[config.mk]
export PLATFORM = sky130hd
export DESIGN_NAME = cantrx_supervisor
export DESIGN_NICKNAME = d
export VERILOG_FILES = /design/src/rtl/cantrx_pkg.sv /design/src/rtl/cantrx_mode_fsm.sv /design/src/rtl/cantrx_lockout.sv /design/src/rtl/cantrx_dom_timer.sv /design/src/rtl/cantrx_rx_path.sv /design/src/rtl/cantrx_supervisor.sv
export SDC_FILE = /design/constraint.sdc
export NUM_CORES = 1
export LEC_CHECK = 0
export BUFFER_PORTS_ARGS = -buffer_cell sky130_fd_sc_hd__clkbuf_2
export CORE_AREA = 8 8 70 72
export CTS_CLUSTER_SIZE = 25
export DETAILED_ROUTE_END_ITERATION = 12
export DIE_AREA = 0 0 78 80
export PLACE_DENSITY = 0.61
export SLEW_MARGIN = 20
export SYNTH_ARGS = -nofsm -noshare
export SYNTH_HDL_FRONTEND = slang
export SYNTH_SLANG_ARGS = --single-unit
[constraint.sdc]
create_clock -name clk -period 1.65 [get_ports clk]
set_clock_uncertainty 0.05 [all_clocks]
set_input_delay 0.0825 -clock clk [delete_from_list [all_inputs] [get_ports clk]]
set_output_delay 0.0825 -clock clk [all_outputs]
set_load 0.02 [all_outputs]
[src/rtl/cantrx_pkg.sv]
package cantrx_pkg;

  typedef enum logic [1:0] {
    MODE_STBY  = 2'd0,
    MODE_RECOV = 2'd1,
    MODE_NORM  = 2'd2
  } trx_mode_e;

  // Standby is requested by the pin or forced by a supply fault.
  function automatic logic standby_forced(input logic stby, input logic uv_main,
                                          input logic uv_io, input logic use_io);
    return stby | uv_main | (use_io & uv_io);
  endfunction

  // Receive pin level as a function of mode, wake memory and bus state.
  function automatic logic rxd_level(input trx_mode_e m, input logic woke,
                                     input logic bus_is_dom);
    logic lvl;
    case (m)
      MODE_NORM: lvl = ~bus_is_dom;
      MODE_STBY: lvl = woke ? ~bus_is_dom : 1'b1;
      default:   lvl = 1'b1;
    endcase
    return lvl;
  endfunction

  // Transmitter permission from its independent conditions.
  function automatic logic tx_allowed(input trx_mode_e m, input logic any_lock,
                                      input logic dom_timeout);
    return (m == MODE_NORM) & ~any_lock & ~dom_timeout;
  endfunction

endpackage

[src/rtl/cantrx_mode_fsm.sv]
module cantrx_mode_fsm
  import cantrx_pkg::*;
#(
  parameter int RECOVER_CYC = 2000,
  parameter bit USE_IO_UV   = 1'b1
) (
  input  logic      clk,
  input  logic      rst_n,
  input  logic      stby_req,
  input  logic      uv_vcc,
  input  logic      uv_vio,
  output trx_mode_e mode_q,
  output logic      stby_eff
);
  localparam int CW = $clog2(RECOVER_CYC + 1);
  localparam logic [CW-1:0] LAST = CW'(RECOVER_CYC - 1);

  logic [CW-1:0] rcnt_q;
  logic          recov_done;

  assign stby_eff   = standby_forced(stby_req, uv_vcc, uv_vio, USE_IO_UV);
  assign recov_done = (rcnt_q == LAST);

  always_ff @(posedge clk or negedge rst_n) begin
    if (!rst_n) begin
      mode_q <= MODE_STBY;
      rcnt_q <= '0;
    end else begin
      case (mode_q)
        MODE_STBY: begin
          rcnt_q <= '0;
          if (!stby_eff) mode_q <= MODE_RECOV;
        end
        MODE_RECOV: begin
          if (stby_eff) begin
            mode_q <= MODE_STBY;
            rcnt_q <= '0;
          end else if (recov_done) begin
            mode_q <= MODE_NORM;
            rcnt_q <= '0;
          end else begin
            rcnt_q <= rcnt_q + 1'b1;
          end
        end
        MODE_NORM: begin
          rcnt_q <= '0;
          if (stby_eff) mode_q <= MODE_STBY;
        end
        default: begin
          mode_q <= MODE_STBY;
          rcnt_q <= '0;
        end
      endcase
    end
  end

  AST_FORCE_STBY: assert property (@(posedge clk) disable iff (!rst_n)
    stby_eff |=> mode_q == MODE_STBY);
  AST_RCNT_RANGE: assert property (@(posedge clk) disable iff (!rst_n)
    rcnt_q <= LAST);
  AST_RECOV_HOLD: assert property (@(posedge clk) disable iff (!rst_n)
    (mode_q == MODE_RECOV && !stby_eff && !recov_done) |=> mode_q == MODE_RECOV);
  AST_NO_SKIP: assert property (@(posedge clk) disable iff (!rst_n)
    (mode_q == MODE_STBY) |=> mode_q != MODE_NORM);

endmodule

[src/rtl/cantrx_lockout.sv]
module cantrx_lockout (
  input  logic clk,
  input  logic rst_n,
  input  logic fault,
  input  logic txd,
  output logic lock_q
);
  // Set by a fault; released only by an edge with no fault and TxD high.
  always_ff @(posedge clk or negedge rst_n) begin
    if (!rst_n) lock_q <= 1'b0;
    else if (fault) lock_q <= 1'b1;
    else if (txd) lock_q <= 1'b0;
  end

  AST_LOCK_SET: assert property (@(posedge clk) disable iff (!rst_n)
    fault |=> lock_q);
  AST_LOCK_STICKY: assert property (@(posedge clk) disable iff (!rst_n)
    (lock_q && !txd) |=> lock_q);

endmodule

[src/rtl/cantrx_dom_timer.sv]
module cantrx_dom_timer #(
  parameter int DOM_LIMIT = 2500
) (
  input  logic clk,
  input  logic rst_n,
  input  logic txd,
  output logic timeout_q
);
  localparam int DW = $clog2(DOM_LIMIT + 1);
  localparam logic [DW-1:0] LAST = DW'(DOM_LIMIT - 1);

  logic [DW-1:0] cnt_q;

  always_ff @(posedge clk or negedge rst_n) begin
    if (!rst_n) begin
      cnt_q     <= '0;
      timeout_q <= 1'b0;
    end else if (txd) begin
      cnt_q     <= '0;
      timeout_q <= 1'b0;
    end else if (!timeout_q) begin
      if (cnt_q == LAST) timeout_q <= 1'b1;
      else cnt_q <= cnt_q + 1'b1;
    end
  end

  AST_TO_NEEDS_LOW: assert property (@(posedge clk) disable iff (!rst_n)
    $rose(timeout_q) |-> !$past(txd));
  AST_TO_CLEARS: assert property (@(posedge clk) disable iff (!rst_n)
    txd |=> !timeout_q);
  AST_CNT_BOUND: assert property (@(posedge clk) disable iff (!rst_n)
    cnt_q <= LAST);

endmodule

[src/rtl/cantrx_rx_path.sv]
module cantrx_rx_path
  import cantrx_pkg::*;
(
  input  logic      clk,
  input  logic      rst_n,
  input  trx_mode_e mode,
  input  logic      wake_det,
  input  logic      bus_dom,
  output logic      wake_q,
  output logic      rxd
);
  // Wake memory lives only while in standby.
  always_ff @(posedge clk or negedge rst_n) begin
    if (!rst_n) wake_q <= 1'b0;
    else if (mode == MODE_STBY) wake_q <= wake_q | wake_det;
    else wake_q <= 1'b0;
  end

  assign rxd = rxd_level(mode, wake_q, bus_dom);

  AST_WAKE_FORGET: assert property (@(posedge clk) disable iff (!rst_n)
    (mode != MODE_STBY) |=> !wake_q);
  AST_WAKE_CAPTURE: assert property (@(posedge clk) disable iff (!rst_n)
    (mode == MODE_STBY && wake_det) |=> wake_q);
  AST_STBY_IDLE: assert property (@(posedge clk) disable iff (!rst_n)
    (mode == MODE_STBY && !wake_q) |-> rxd);

endmodule

[src/rtl/cantrx_supervisor.sv]
module cantrx_supervisor
  import cantrx_pkg::*;
#(
  parameter int RECOVER_CYC = 2000,
  parameter int DOM_LIMIT   = 2500,
  parameter bit USE_IO_UV   = 1'b1
) (
  input  logic       clk,
  input  logic       rst_n,
  input  logic       stby_req,
  input  logic       txd,
  input  logic       bus_dom,
  input  logic       uv_vcc,
  input  logic       uv_vio,
  input  logic       over_temp,
  input  logic       wake_det,
  output logic [1:0] mode,
  output logic       tx_en,
  output logic       rxd
);
  localparam int NUM_LOCK = 2;
  localparam int LK_THERM = 0;
  localparam int LK_SUPPLY = 1;

  trx_mode_e           mode_q;
  logic                stby_eff;
  logic                dom_to;
  logic                wake_q;
  logic                uv_any;
  logic [NUM_LOCK-1:0] fault_vec;
  logic [NUM_LOCK-1:0] lock_vec;
  logic                any_lock;

  cantrx_mode_fsm #(
    .RECOVER_CYC(RECOVER_CYC),
    .USE_IO_UV  (USE_IO_UV)
  ) u_fsm (
    .clk     (clk),
    .rst_n   (rst_n),
    .stby_req(stby_req),
    .uv_vcc  (uv_vcc),
    .uv_vio  (uv_vio),
    .mode_q  (mode_q),
    .stby_eff(stby_eff)
  );

  assign uv_any = uv_vcc | (USE_IO_UV & uv_vio);
  assign fault_vec[LK_THERM]  = over_temp;
  assign fault_vec[LK_SUPPLY] = uv_any;

  for (genvar g = 0; g < NUM_LOCK; g++) begin : g_lock
    cantrx_lockout u_lock (
      .clk   (clk),
      .rst_n (rst_n),
      .fault (fault_vec[g]),
      .txd   (txd),
      .lock_q(lock_vec[g])
    );
  end

  assign any_lock = |lock_vec;

  cantrx_dom_timer #(.DOM_LIMIT(DOM_LIMIT)) u_dom (
    .clk      (clk),
    .rst_n    (rst_n),
    .txd      (txd),
    .timeout_q(dom_to)
  );

  cantrx_rx_path u_rx (
    .clk     (clk),
    .rst_n   (rst_n),
    .mode    (mode_q),
    .wake_det(wake_det),
    .bus_dom (bus_dom),
    .wake_q  (wake_q),
    .rxd     (rxd)
  );

  assign tx_en = tx_allowed(mode_q, any_lock, dom_to);
  assign mode  = mode_q;

  AST_RECOV_QUIET: assert property (@(posedge clk) disable iff (!rst_n)
    (mode_q == MODE_RECOV) |-> (!tx_en && rxd));
  AST_TX_ONLY_NORMAL: assert property (@(posedge clk) disable iff (!rst_n)
    tx_en |-> (mode_q == MODE_NORM));
  AST_THERM_BLOCKS: assert property (@(posedge clk) disable iff (!rst_n)
    over_temp |=> !tx_en);
  AST_SUPPLY_BLOCKS: assert property (@(posedge clk) disable iff (!rst_n)
    uv_any |=> (!tx_en && mode_q == MODE_STBY));

endmodule

Yosys cells after proc, flatten, opt, wreduce, memory -nomap -nowiden
Index checks and enable logic that the tools add are counted.
{"block": "word_totals", "inputBits": 9, "register_bits": 29, "output_inout_bits": 4, "wordCells": 53}
{"block": "op_classes", "n_addsub": 2, "bitwise_logic": 9, "reduce_logical": 6, "mux": 20, "n_eq_ne": 9}
{"operator": "two-way mux 12 bit", "count": 3}
{"operator": "two-way mux 11 bit", "count": 3}
{"operator": "adder 12 x 1 -> 12 bit (second input constant)", "count": 1}
{"operator": "== test 12 bit (second input constant)", "count": 1}
{"operator": "adder 11 x 1 -> 11 bit (second input constant)", "count": 1}
{"operator": "== test 11 bit (second input constant)", "count": 1}
{"operator": "two-way mux 1 bit", "count": 8}
{"operator": "two-way mux 2 bit", "count": 4}
{"operator": "!= test 2 bit (second input constant)", "count": 4}
{"operator": "case mux 2 bit (3 select lines)", "count": 1}
{"operator": "OR 1 bit", "count": 4}
{"operator": "nonzero test 2 bit", "count": 2}
{"operator": "!= test 3 x 2 -> 1 bit (second input constant)", "count": 1}
{"operator": "NOT 1 bit", "count": 3}
{"operator": "AND reduction 3 bit", "count": 1}
{"operator": "AND 1 bit", "count": 2}
{"operator": "== test 2 x 1 -> 1 bit (second input constant)", "count": 1}
{"operator": "== test 2 bit (second input constant)", "count": 1}
{"operator": "zero test 2 bit", "count": 1}
{"operator": "case mux 1 bit (2 select lines)", "count": 1}
{"operator": "AND reduction 2 bit", "count": 1}
{"operator": "OR reduction 2 bit", "count": 1}

Longest topological paths before layout
Gate-level depths: netlist of run 1.
{"block": "logic_depth", "ltp_word": 4, "ltp_mapped": 4, "ltp_nobuf": 4}

By module
A second synthesis of run 1 with hierarchy kept.
{"block": "unflattened", "cells_unflattened": 148, "area_unflattened_um2": 1531.5}
{"mod": "cantrx_dom_timer", "area_per_inst_um2": 703.2, "seq_area_each_um2": 325.3, "n_inst": 1, "cells_each": 70}
{"mod": "cantrx_mode_fsm", "area_per_inst_um2": 686.9, "seq_area_each_um2": 325.3, "n_inst": 1, "cells_each": 64}
{"mod": "cantrx_lockout", "area_per_inst_um2": 36.3, "seq_area_each_um2": 25.0, "n_inst": 2, "cells_each": 3}
{"mod": "cantrx_rx_path", "area_per_inst_um2": 50.0, "seq_area_each_um2": 25.0, "n_inst": 1, "cells_each": 5}
{"mod": "cantrx_supervisor", "area_per_inst_um2": 18.8, "seq_area_each_um2": 0.0, "n_inst": 1, "cells_each": 3}

Worst setup path before layout of run 1
Ideal clock, no wire load.
{"block": "synth_timing", "path_kind": "reg-to-reg", "startpoint": "reg u_dom.cnt_q[0]", "endpoint": "reg u_dom.cnt_q[0]", "arrival_ns": 1.486, "stages_incl_launch_ff": 5, "setup_slack_ns": -0.011, "setup_time_ns": 0.125, "synth_period_minus_slack_ns": 1.661, "cell_sequence": "dfrtp_1 -> ha_1 -> nor3b_1 -> a41oi_1 -> mux2_2"}
{"block": "synth_via", "elab_chain_len": 4, "elab_cells_between_ends": 7, "cone_classes": "add/sub (1); eq/ne (2); mux (3); reduce/logical (1)"}
{"item": "start, declared", "line_no": "cantrx_dom_timer.sv:12", "text": "logic [DW-1:0] cnt_q;"}
{"item": "start signal, assigned", "line_no": "cantrx_dom_timer.sv:23", "text": "else cnt_q <= cnt_q + 1'b1;"}
{"item": "adder 12 x 1 -> 12 bit", "line_no": "cantrx_dom_timer.sv:23"}
{"item": "two-way mux 12 bit", "line_no": "cantrx_dom_timer.sv:22", "text": "if (cnt_q == LAST) timeout_q <= 1'b1;"}
{"item": "two-way mux 12 bit", "line_no": "cantrx_dom_timer.sv:21", "text": "end else if (!timeout_q) begin"}
{"item": "two-way mux 12 bit", "line_no": "cantrx_dom_timer.sv:18", "text": "end else if (txd) begin"}
Parallel ways exist; a longest one is shown, timed or not. The select of a mux whose other input is x is not followed.
A chain may end at the register's enable or synchronous reset.

Final worst setup path of run 1
{"block": "layout_timing", "startpoint": "reg u_fsm.rcnt_q[2]", "endpoint": "reg u_fsm.rcnt_q[9]"}
{"block": "layout_via", "elab_chain_len": 4, "elab_cells_between_ends": 5, "cone_classes": "add/sub (1); eq/ne (1); mux (3)"}
{"item": "start, declared", "line_no": "cantrx_mode_fsm.sv:18", "text": "logic [CW-1:0] rcnt_q;"}
{"item": "start signal, assigned", "line_no": "cantrx_mode_fsm.sv:42", "text": "rcnt_q <= rcnt_q + 1'b1;"}
{"item": "adder 11 x 1 -> 11 bit or == test 11 bit (tied branches)", "line_no": "cantrx_mode_fsm.sv:42, cantrx_mode_fsm.sv:22"}
{"item": "two-way mux 11 bit *", "line_no": "cantrx_mode_fsm.sv:38", "text": "end else if (recov_done) begin"}
{"item": "two-way mux 11 bit *", "line_no": "cantrx_mode_fsm.sv:35", "text": "if (stby_eff) begin"}
{"item": "two-way mux 11 bit *", "line_no": "cantrx_mode_fsm.sv:29", "text": "case (mode_q)"}
Every way passes the cells marked *; elsewhere a longest branch is shown, timed or not.

==> results.env, run 1 <==
PORTS_PLACED_ON_THE_BOUNDARY=13
HPWLAFTERDP_UM=2198
YS_TYPES=44
ROUTE.DETAILED.VIAS_PER_INST=5.353
INSERTEDDIODECOUNT=0
SYNTH_FF_TYPE='dfrtp_1'
FINAL-SEQ-AREA_SQ_UM=725.7
CTS-BUFFERS-INSERTED=5
DESIGN.FINAL.NETS=185
ANTENNA_VIOLATING_NETS_POST_ROUTE=0
ROUTABILITYCONGESTION=0.8383
SETUP-VIOLATIONS-FINAL=0
SYNTH_EDF_COUNT=0
STDCELL_COUNT=224
FINAL_MAX_TRAN_VIOLS=0
DIEAREA_SQ_UM=6240
SYNTH_AREA_PER_CELL_SQ_UM=10.38
DIE_W_UM=78
CLKSINKCOUNT=29
YOSYS_WARNINGS=0
WORST_SLEW_PIN_SLEW_NS=0.7213
WORSTPATHREQUIRED_NS=1.80
DR_TOTAL_VIAS=1199
GLOBALROUTE.TOTALOVERFLOW=0
PERIOD_MINUS_SLACK_NS=1.582
ANTENNA_FOUND_INITIAL=0
P_INT_mW=1.095
PIN_COUNT_OF_THE_BIGGEST_NET_ENTERING_GLOBAL_ROUTING=30
LAYOUT-DRIVE-GT1-SHARE_PCT=22.99
CLASS_OF_THE_TIGHTEST_HOLD_OR_REMOVAL_CHECK='primary input to flop'
PLACEMENT.IO_BUFFERS=12
GRT.TOTAL_USAGE_PCT=11.14
WORST_SETUP_PATH_END_KIND='flop'
MAX_FREQ_MHz=632.2
SYNTH-SEQ-CELLS=29
PLACE_INST=211
WIRE_PER_INST_UM=14.09
MAX-CLOCK-PATH-BUFFERS=2
GRT_SETUP_UNREPAIRED='yes'
CTS_TREE='yes'
MAPPEDNETLISTNETS=153
HEIGHT_OF_THE_CHIP_UM=80
CTS.HTREE.LEVELS=2
DETAILEDROUTE.FIRSTPASSITERATIONCOUNT=6
INITIALDRTVIOLATIONCOUNT=42
SYNTH-ASYNC-RESET-RATIO_PCT=100.0
POWER.NET_SWITCHING_mW=0.3179
N_FILL_CELL=372
CLK_LATENCY_NS=0.28
MAXSLEWHEADROOM_PCT=51.92
CLKSLEWWORSTSETUPHOLDPATHS_NS=0.06
PLACEMENT.SETUP.WORST_SLACK_NS=0.05998
SYNTHTOLAYOUTAREAGROWTH_PCT=24.53
CTS_ROOT_CELL='clkbuf_8'
LEAKAGE_nW=0.7691
STATUS='finished, final reports clean'
SWITCHING_SHARE_PCT=22.50
TNS_NS=0
ROW_COUNT=23
NETLIST_AREA_BEFORE_PLACEMENT_SQ_UM=1474
POWER.SHARE.CLOCK_PCT=41.5
PEAKVDDDROP_mV=0.5396
GRT_PASS1_VIAS=1203
SHARE_SEQ_OF_TOTAL_POWER_PCT=52.0
WORST_CASE_HOLD_SLACK_NS=0.03496
FP.COREAREA_SQ_UM=3856
INITIAL_UTILIZATION_PCT=38.22
SEQ_AREA_FRAC_SYNTH_PCT=49.24
FINALHOLDVIOLCOUNT=0
MAX_CAP_VIOL_COUNT=0
COMB_POWER_SHARE_PCT=6.5
CRITICAL_PATH.MAX_FANOUT=6
DRT_WL_TOTAL_UM=3157
DRC=0
TIMING_WORST_SETUP_PATH_TYPE='flop to flop'
TIMING.CRITICAL_PATH.FROM_TYPE='flop'
POWER_DENSITY_nW_PER_UM2=769.6
SYN-INSTANCE-COUNT=142
CRITICAL_PATH_ARRIVAL_NS=1.73
POST-ROUTE-PERIOD-UTIL_PCT=95.87
GRT_FIRST_PASS_WIRELENGTH_UM=5464
POST-ROUTE-WORST-SETUP-SLACK_NS=0.06820
FOOTPRINT_OF_THE_MULTI_INPUT_GATES_SQ_UM=749.5
-- critical path, cell delays in order (launching register included) --
cell	delay, ns
dfrtp_1	0.44
nand4_1	0.24
or4_1	0.54
a211oi_2	0.22
-- power groups by stage --
stage               registers [mW]  clock network (mW)  logic [mW]
detailed placement           0.747                   0      0.0839
finish                       0.734               0.587      0.0919
floorplan                    0.750                   0      0.0351
global route                 0.735               0.647       0.104
CTS                          0.734               0.607      0.0933
global placement             0.746                   0      0.0798
-- cell families (layout without fill, tap and decap cells) --
logic type / count (synthesis) / after routing / share of synthesized area (%)
AOI/OAI and AO/OA: 35 / 35 / 15.19
adders and majority gates: 2 / 2 / 1.698
xor gates and xnor gates: 5 / 5 / 2.972
buffers and inverters: 9 / 41 / 2.293
and+or+nand+nor: 59 / 59 / 26.40
DFF: 29 / 29 / 49.24
muxes: 3 / 3 / 2.207
-- synthesized netlist by cell type, drive strengths merged (5+ instances only) --
| library cell | count | area, sq um |
|---|---|---|
| nor3 | 5 | 36.29 |
| inv | 7 | 26.28 |
| nand3 | 5 | 30.03 |
| or4 | 5 | 37.54 |
| a21oi | 8 | 40.04 |
| dfrtp | 29 | 725.7 |
| nand2 | 7 | 26.28 |
| or3 | 7 | 43.79 |
| nor2 | 7 | 26.28 |
| o21ai | 10 | 50.04 |
-- worst paths after layout --
| path | to | from | slack (ns) | cells after the start |
|---|---|---|---|---|
| max | u_fsm.rcnt_q[9] | u_fsm.rcnt_q[2] | 0.07 | 3 |
| min | u_fsm.mode_q[0] | stby_req | 0.03 | 4 |
| max reg2reg | u_fsm.rcnt_q[9] | u_fsm.rcnt_q[2] | 0.07 | 3 |
| max in group asynchronous | u_fsm.rcnt_q[0] | rst_n | 0.75 | 2 |
| min reg2reg | u_rx.wake_q | u_rx.wake_q | 0.44 | 1 |
| min in group asynchronous | u_dom.cnt_q[4] | rst_n | 0.34 | 2 |
-- stage by stage --
stage	total power [mW]	util, %	instance area, sq um
after floorplan	0.7848	-	1481
after global placement	0.8260	43.15	1664
after detailed placement	0.8308	43.15	1664
after CTS	1.434	46.69	1800
after global routing	1.486	47.60	1836
final	1.413	47.60	1836
-- sequential cells by signal (all words and copies together) (netlist names) --
signal	cells
u_rx.wake_q	1
g_lock.u_lock.lock_q	2
u_fsm.rcnt_q	11
u_dom.cnt_q	12
u_dom.timeout_q	1
u_fsm.mode_q	2
-- per-layer routing --
| metal | wire length, um | part of all wire, % | GRT usage (%) |
|---|---|---|---|
| met1 | 1311 | 42 | 11.39 |
| met5 | 0 | 0 | 0 |
| met4 | 69 | 2.2 | 6.296 |
| met2 | 1647 | 52 | 18.55 |
| met3 | 129 | 4.1 | 5.180 |
-- what timing repair did --
| action | in CTS | in global routing |
|---|---|---|
| buffers inserted | 0 | 1 |
| endpoints found under the setup margin | 0 | 6 |
| hold buffers | 5 | 0 |
| gates resized for setup | 0 | 5 |
| endpoints found under the hold margin | 32 | 0 |
-- layout by cell type (no fill, tap or decap), types with 3 or more instances in the layout --
master         Yosys  final
nand2_1            7      7
buf_4              0     10
clkbuf_2           0     12
or4_1              5      5
inv_1              7      7
dfrtp_1           29     29
o31ai_1            4      4
nor3_1             4      4
nor2b_1            4      4
nand4_1            3      3
a21oi_1            8      8
xor2_1             3      3
nand3_1            4      4
clkbuf_8           0      6
nor2_1             7      7
or3_1              7      7
o21ai_0            9      9
a211oi_1           3      3
dlygate4sd3_1      0      5
-- cell type report --
cell class	instances	share of cell area [%]
clock buffer	7	4.703
inverter	7	1.431
multi-input combinational	104	40.83
sequential	29	39.54
tap	50	3.408
timing repair buffer	27	10.09
Power figures use the tool's default switching activity.
==> inputs of run 2 (changes only) <==
Settings changed: CORE_AREA 8 8 70 72 to 8 8 71 73, DIE_AREA 0 0 78 80 to 0 0 79 81, SYNTH_HIERARCHICAL set to 1.
==> run 2 against run 1 <==
Utilization fell by 1.8 points. Synthesized cell count grew 4.2%. Sequential cell count unchanged. Power rose by 7.1%. Combinational power increased by 89%. Non-clock buffer count shrank 5. Cell count decreased by 0.89%. Setup slack better by 0.00096 ns. Critical endpoint is now u_fsm/rcnt_q[7]. Design area decreased by 2.2%.
==> results.env, run 2 <==
DRT_WL_TOTAL_UM=3241  # +2.7%
CTS_ROOT_CELL='clkbuf_8'
DIE_W_UM=79  # +1.3%
FINAL_MAX_TRAN_VIOLS=0  # unchanged
SYNTHTOPCELLSBYAREA='dfrtp_1 (47%), a21oi_1 (3.6%), xor2_1 (3.4%), or3_1 (2.9%), nor2_2 (2.0%)'
CLKSINKCOUNT=29  # unchanged
TIMING.RR.END='u_fsm/rcnt_q[7]'
WORST_CASE_HOLD_SLACK_NS=0.01575  # -0.01921 ns
CTS_TREE='yes'
SETUP-VIOLATIONS-FINAL=0  # unchanged
TIMING_WORST_SETUP_PATH_TYPE='flop to flop'
ROUTE.TOP_LAYER_USED='met4'
SYN-INSTANCE-COUNT=148  # +4.2%
TIMING.CRITICAL_PATH.FROM_TYPE='flop'
TNS_NS=0  # unchanged
DIEAREA_SQ_UM=6399  # +2.5%
SETUP.WORST_PATH.END='u_fsm/rcnt_q[7]'
MET2WIRELENGTH_UM=1720  # +4.4%
DETAILEDROUTE.FIRSTPASSITERATIONCOUNT=4  # -2
STDCELL_COUNT=222  # -0.89%
DRT-MET1-WL_UM=1330  # +1.4%
INITIALDRTVIOLATIONCOUNT=60  # +43%
CRITICAL_PATH_DEPTH=5  # +2
CLK_LATENCY_NS=0.27  # about the same
HPWLAFTERDP_UM=2349  # +6.9%
YOSYSTOPAREACELL='dfrtp_1'
LARGESTREGISTERS='u_dom/cnt_q: 12 flops, u_fsm/rcnt_q: 11 flops'
WORST_SETUP_PATH_END_KIND='flop'
LARGEST_REGISTER_FFS=12  # unchanged
PERIOD_MINUS_SLACK_NS=1.581  # -0.0009639 ns
ROUTE.DETAILED.VIAS_PER_INST=5.441  # +1.7%
YOSYS_WARNINGS=6  # +6
GRT_PASS1_VIAS=1274  # +5.9%
POST-ROUTE-PERIOD-UTIL_PCT=95.81  # about the same
DR_TOTAL_VIAS=1208  # +0.75%
STATUS='finished, final reports clean'
SYNTH_EDF_COUNT=0  # unchanged
GRT_FIRST_PASS_WIRELENGTH_UM=5554  # +1.6%
GRT.TOTAL_USAGE_PCT=11.14  # about the same
GLOBALROUTE.TOTALOVERFLOW=0  # unchanged
SETUP.WORST_PATH.START='u_fsm/rcnt_q[0]'
PLACEMENT.IO_BUFFERS=12  # unchanged
WORST_HOLD_STAGES=3  # -1
LAYOUT.CELLS.MOST_COMMON='dfrtp_1'
PEAKVDDDROP_mV=0.4285  # -21%
LARGEST-REGISTER='u_dom/cnt_q'
SYNTH_TOP_AREA_SHARE_PCT=47.39  # -1.9 points
ROW_COUNT=23  # unchanged
INSERTEDDIODECOUNT=0  # unchanged
CTS-BUFFERS-INSERTED=5  # unchanged
ROUTABILITYCONGESTION=0.7926  # -5.5%
FP.COREAREA_SQ_UM=3914  # +1.5%
CRITICAL_PATH_ARRIVAL_NS=1.73  # about the same
MAXSLEWHEADROOM_PCT=51.47  # -0.44 points
FF2FF_SETUP_SLACK_NS=0.07  # about the same
SYNTHTOLAYOUTAREAGROWTH_PCT=17.16
LAYOUT-DRIVE-GT1-SHARE_PCT=25.00  # +2.0 points
CELL_FAMILY_CONTRIBUTING_THE_MOST_DELAY_ON_THE_CRITICAL_PATH='simple AND/OR/NAND/NOR gates'
CTS.HTREE.LEVELS=2  # unchanged
MAX_CAP_VIOL_COUNT=0  # unchanged
WIRE_PER_INST_UM=14.60  # +3.6%
HEIGHT_OF_THE_CHIP_UM=81  # +1.3%
WL_MET3_UM=146  # +13%
MAX_FREQ_MHz=632.6  # about the same
NETLIST_AREA_BEFORE_PLACEMENT_SQ_UM=1531  # +3.9%
MAX-CLOCK-PATH-BUFFERS=2  # unchanged
PORTS_PLACED_ON_THE_BOUNDARY=13  # unchanged
CRITICAL_PATH_BUFFER_AND_INVERTER_COUNT=0  # unchanged
CRITICAL_PATH.MAX_FANOUT=6  # unchanged
CP_SLOWEST_STAGE_DELAY_NS=0.40  # -0.14 ns
SYNTH_AREA_PER_CELL_SQ_UM=10.35  # -0.31%
WORSTPATHREQUIRED_NS=1.80  # about the same
SEQ_AREA_FRAC_SYNTH_PCT=47.39  # -1.9 points
CRIT_SLOWEST_CELL='dfrtp_1'
WORST_SLEW_PIN_SLEW_NS=0.7279  # +0.006668 ns
CLKSLEWWORSTSETUPHOLDPATHS_NS=0.06  # about the same
LEAKAGE_nW=0.7608  # -1.1%
POST-SYNTH-TOP-COUNT-CELL='dfrtp_1'
FINALHOLDVIOLCOUNT=0  # unchanged
GRT_SETUP_UNREPAIRED='no'
DRC=0  # unchanged
ANTENNA_FOUND_INITIAL=0  # unchanged
CLASS_OF_THE_TIGHTEST_HOLD_OR_REMOVAL_CHECK='primary input to flop'
SYNTH-SEQ-CELLS=29  # unchanged
SYNTH_FF_TYPE='dfrtp_1'
CRIT_PATH_CELL_TRACE='ha_1 -> and3_4 -> and3_4 -> or2_1 -> nor2_2'
YOSYS-TOP-CELLS-COUNT='dfrtp_1 (29), a21oi_1 (11), nand2_1 (8), nor2_1 (8), or3_1 (7)'
CRITICAL-PATH-TOP-CELL-BY-COUNT='and3_4'
RR_WORST_DEPTH=5  # +2
MAPPEDNETLISTNETS=159  # +3.9%
FINAL_CELL_MIX='dfrtp_1 (29), clkbuf_2 (12), a21oi_1 (11)'
POWER_DENSITY_nW_PER_UM2=843.6  # +9.6%
YS_TYPES=50  # +14%
PLACE_INST=212  # +0.47%
DESIGN.FINAL.NETS=183  # -1.1%
RR_STARTPOINT='u_fsm/rcnt_q[0]'
SYNTH-ASYNC-RESET-RATIO_PCT=100.0  # unchanged
INITIAL_UTILIZATION_PCT=39.13  # +0.91 points
PIN_COUNT_OF_THE_BIGGEST_NET_ENTERING_GLOBAL_ROUTING=30  # unchanged
ANTENNA_VIOLATING_NETS_POST_ROUTE=0  # unchanged
run 2: power breakdown:
group / total, mW / internal, mW / switching (mW)
clock network: 0.575 / 0.330 / 0.245
logic: 0.174 / 0.0805 / 0.0938
registers: 0.764 / 0.737 / 0.0273
total: 1.51 / 1.15 / 0.366
run 2: area by class of cell:
class                      count  area (sq um)
clock buffer                   7         86.33
fill                         384          2120
inverter                       4         15.01
multi-input combinational    110         764.5
sequential                    29         725.7
tap                           50         62.56
timing repair buffer          22         140.1
run 2: worst min path at each step:
stage               slack (ns)      from                       to
floorplan                -0.26     rst_n  g_lock[0].u_lock/lock_q
global placement          0.11     rst_n           u_dom/cnt_q[2]
detailed placement        0.13     rst_n           u_dom/cnt_q[2]
CTS                      0.006  wake_det              u_rx/wake_q
global route              0.02  wake_det              u_rx/wake_q
finish                    0.02  wake_det              u_rx/wake_q
run 2: repair_timing:
item,in CTS,in global routing
setup endpoints to repair,1,3
endpoints found under the hold margin,30,0
setup buffers,0,1
hold buffers,2,0
resized for setup,1,0
run 2: worst reg2reg max path: cells and delay by family, from the launching register on:
family        cells  cell delay [ns]
fa+ha+maj         1             0.22
simple gates      4             0.84
flops             1             0.40
run 2: kinds of logic after synthesis:
kind of cell             count (synthesis)  synth area share (%)
AND/OR/NAND/NOR                         69                 29.90
XOR/XNOR                                 8                 4.575
flip-flops                              29                 47.39
adder cells (fa/ha/maj)                  2                 1.634
multiplexers                             2                 1.389
buffers and inverters                    9                 3.267
AO/OA/AOI/OAI                           29                 11.85
run 2: layer usage:
| metal | GRT usage, % | vias to the layer above |
|---|---|---|
| met3 | 3.422 | 4 |
| met1 | 11.16 | 590 |
| met5 | 0 | - |
| met4 | 5.741 | 0 |
| met2 | 20.46 | 27 |
| li1 | - | 587 |
run 2: through the flow:
step	power (mW)	setup WS, ns	instance area, sq um	utilization, %
6_report	1.514	0.06916	1794	45.84
2_1_floorplan	0.8591	0.03254	1531	-
3_3_place_gp	0.9197	0.1164	1672	42.71
5_1_grt	1.583	0.009653	1794	45.84
4_1_cts	1.531	0.05159	1787	45.65
3_5_place_dp	0.9325	-0.009977	1672	42.71
==> inputs of run 3 (changes only) <==
Settings changed: RECOVER_POWER set to 25.
==> run 3 against run 2 <==
Design area shrank 0.21%. Cell count is the same. First-iteration DRC count is the same. Setup slack gained 0.0012 ns. Power is essentially flat. Worst hold slack is essentially flat. Largest power group unchanged. Global-route usage is the same. Clock power is essentially flat.
==> results.env, run 3 (synthesis gave the netlist of run 2 again) <==
ANTENNA_FOUND_INITIAL=0  # unchanged
HOLD_START='wake_det'
GRT_SETUP_UNREPAIRED='no'
WORST_SETUP_PATH_END_KIND='flop'
STDCELL_AREA_SQ_UM=1790  # -0.21%
MAX_CAP_VIOL_COUNT=0  # unchanged
LARGEST-REGISTER='u_dom/cnt_q'
INITIALDRTVIOLATIONCOUNT=60  # unchanged
GLOBALROUTE.TOTALOVERFLOW=0  # unchanged
STATUS='finished, final reports clean'
POST-LAYOUT-TOTAL-POWER_mW=1.514  # about the same
CLK_LATENCY_NS=0.27  # about the same
CLKSLEWWORSTSETUPHOLDPATHS_NS=0.06  # about the same
SETUP.WORST_PATH.START='u_fsm/rcnt_q[0]'
N_FILL_CELL=386  # +0.52%
PLACED_AREA_SQ_UM=1672  # unchanged
POWER_DENSITY_nW_PER_UM2=845.3  # +0.20%
DIEAREA_SQ_UM=6399  # unchanged
CTS_TREE='yes'
DESIGN.FINAL.NETS=183  # unchanged
WORSTPATHREQUIRED_NS=1.80  # about the same
FOOTPRINT_OF_THE_MULTI_INPUT_GATES_SQ_UM=764.5  # unchanged
GRT_PASS1_VIAS=1274  # unchanged
LARGEST_REGISTER_FFS=12  # unchanged
FINAL_CELL_MIX='dfrtp_1 (29), clkbuf_2 (12), a21oi_1 (11)'
DETAILEDROUTE.FIRSTPASSITERATIONCOUNT=4  # unchanged
PORTS_PLACED_ON_THE_BOUNDARY=13  # unchanged
MAX_FREQ_MHz=633.0  # about the same
ROUTABILITYCONGESTION=0.7926  # unchanged
HEIGHT_OF_THE_CHIP_UM=81  # unchanged
FINAL-SEQ-AREA_SQ_UM=725.7  # unchanged
DRT_WL_TOTAL_UM=3242  # about the same
INSERTEDDIODECOUNT=0  # unchanged
TIMING_WORST_SETUP_PATH_TYPE='flop to flop'
GRT.TOTAL_USAGE_PCT=11.14  # unchanged
FINAL_MAX_TRAN_VIOLS=0  # unchanged
LEAKAGE_nW=0.7565  # -0.56%
SYNTHTOLAYOUTAREAGROWTH_PCT=16.91
DIE_W_UM=79  # unchanged
MAX-CLOCK-PATH-BUFFERS=2  # unchanged
GRT_FIRST_PASS_WIRELENGTH_UM=5554  # unchanged
PERIOD_MINUS_SLACK_NS=1.580  # -0.001161 ns
STDCELL_COUNT=222  # unchanged
ROUTE.DETAILED.VIAS_PER_INST=5.432  # -0.17%
CTS-BUFFERS-INSERTED=5  # unchanged
ROW_COUNT=23  # unchanged
CTS_ROOT_CELL='clkbuf_8'
CLKSINKCOUNT=29  # unchanged
LAYOUT.CELLS.MOST_COMMON='dfrtp_1'
FF2FF_SETUP_SLACK_NS=0.07  # about the same
DRC=0  # unchanged
MAXSLEWHEADROOM_PCT=51.67  # +0.20 points
CLASS_OF_THE_TIGHTEST_HOLD_OR_REMOVAL_CHECK='primary input to flop'
CRITICAL_PATH_ARRIVAL_NS=1.73  # about the same
WORST_SLEW_PIN_SLEW_NS=0.7250  # -0.002955 ns
HPWLAFTERDP_UM=2349  # unchanged
CTS.HTREE.LEVELS=2  # unchanged
PIN_COUNT_OF_THE_BIGGEST_NET_ENTERING_GLOBAL_ROUTING=30  # unchanged
POST-ROUTE-PERIOD-UTIL_PCT=95.74  # about the same
WIRE_PER_INST_UM=14.60  # about the same
TIMING.CRITICAL_PATH.FROM_TYPE='flop'
CRITICAL_PATH.MAX_FANOUT=6  # unchanged
LAYOUT-DRIVE-GT1-SHARE_PCT=24.42  # -0.58 points
PLACEMENT.IO_BUFFERS=12  # unchanged
LARGESTREGISTERS='u_dom/cnt_q: 12 flops, u_fsm/rcnt_q: 11 flops'
FINALHOLDVIOLCOUNT=0  # unchanged
SETUP-VIOLATIONS-FINAL=0  # unchanged
PLACE_INST=212  # unchanged
INITIAL_UTILIZATION_PCT=39.13  # unchanged
FP.COREAREA_SQ_UM=3914  # unchanged
DR_TOTAL_VIAS=1206  # -0.17%
ANTENNA_VIOLATING_NETS_POST_ROUTE=0  # unchanged
PEAKVDDDROP_mV=0.4286  # about the same
RR_STARTPOINT='u_fsm/rcnt_q[0]'
## run 3: changes by cell type in the layout (fill, tap and decap cells not counted)
cell      before  now
buf_4          8    7
clkbuf_1       1    2
## run 3: area by class of cell
| cell class | instances | area share, % |
|---|---|---|
| multi-input cells | 110 | 42.70 |
| flip-flops and latches | 29 | 40.53 |
| clock buffers | 7 | 4.822 |
| well taps | 50 | 3.494 |
| inverters | 4 | 0.8386 |
| repair buffers | 22 | 7.617 |
## run 3: metal layers
layer  track usage [%]  share of wire, %  up-vias  routed length [um]
met5                 0                 0        -                   0
met3             3.422               4.6        4                 148
met2             20.46                53       26                1717
met4             5.741               1.3        0                  43
li1                  -                 -      587                   -
met1             11.16                41      589                1333
## run 3: stage by stage
step,TNS [ns],hold WS (ns),util (%),setup slack [ns]
after floorplan,0,-0.2631,-,0.03254
after global placement,0,0.1147,42.71,0.1164
after detailed placement,-0.009977,0.1305,42.71,-0.009977
after CTS,0,0.005684,45.65,0.05159
after global routing,0,0.01960,45.75,0.009653
final,0,0.01573,45.75,0.07033
## run 3: path summary, 6_finish.rpt
path                                        end  cells past startpoint
worst min-delay path                u_rx/wake_q                      3
worst max register to register  u_fsm/rcnt_q[7]                      5
min in group asynchronous        u_dom/cnt_q[1]                      2
max in group asynchronous       u_fsm/mode_q[1]                      2
worst min register to register  u_fsm/rcnt_q[0]                      1
worst max-delay path            u_fsm/rcnt_q[7]                      5
## run 3: worst max-delay path, cell delays in order (launching register included)
cell,delay [ns]
dfrtp_1,0.40
ha_1,0.22
and3_4,0.20
and3_4,0.15
or2_1,0.34
nor2_2,0.15
## run 3: power breakdown
group	internal (mW)	switching [mW]	total [mW]
clock network	0.330	0.245	0.575
registers	0.737	0.0273	0.764
logic	0.0805	0.0937	0.174
## run 3: repair_timing
action / 4_1_cts / 5_1_grt
endpoints found under the hold margin: 30 / 0
endpoints found under the setup margin: 1 / 3
hold buffers: 2 / 0
pin swaps: 0 / 0
resized for setup: 1 / 0
buffers inserted: 0 / 1
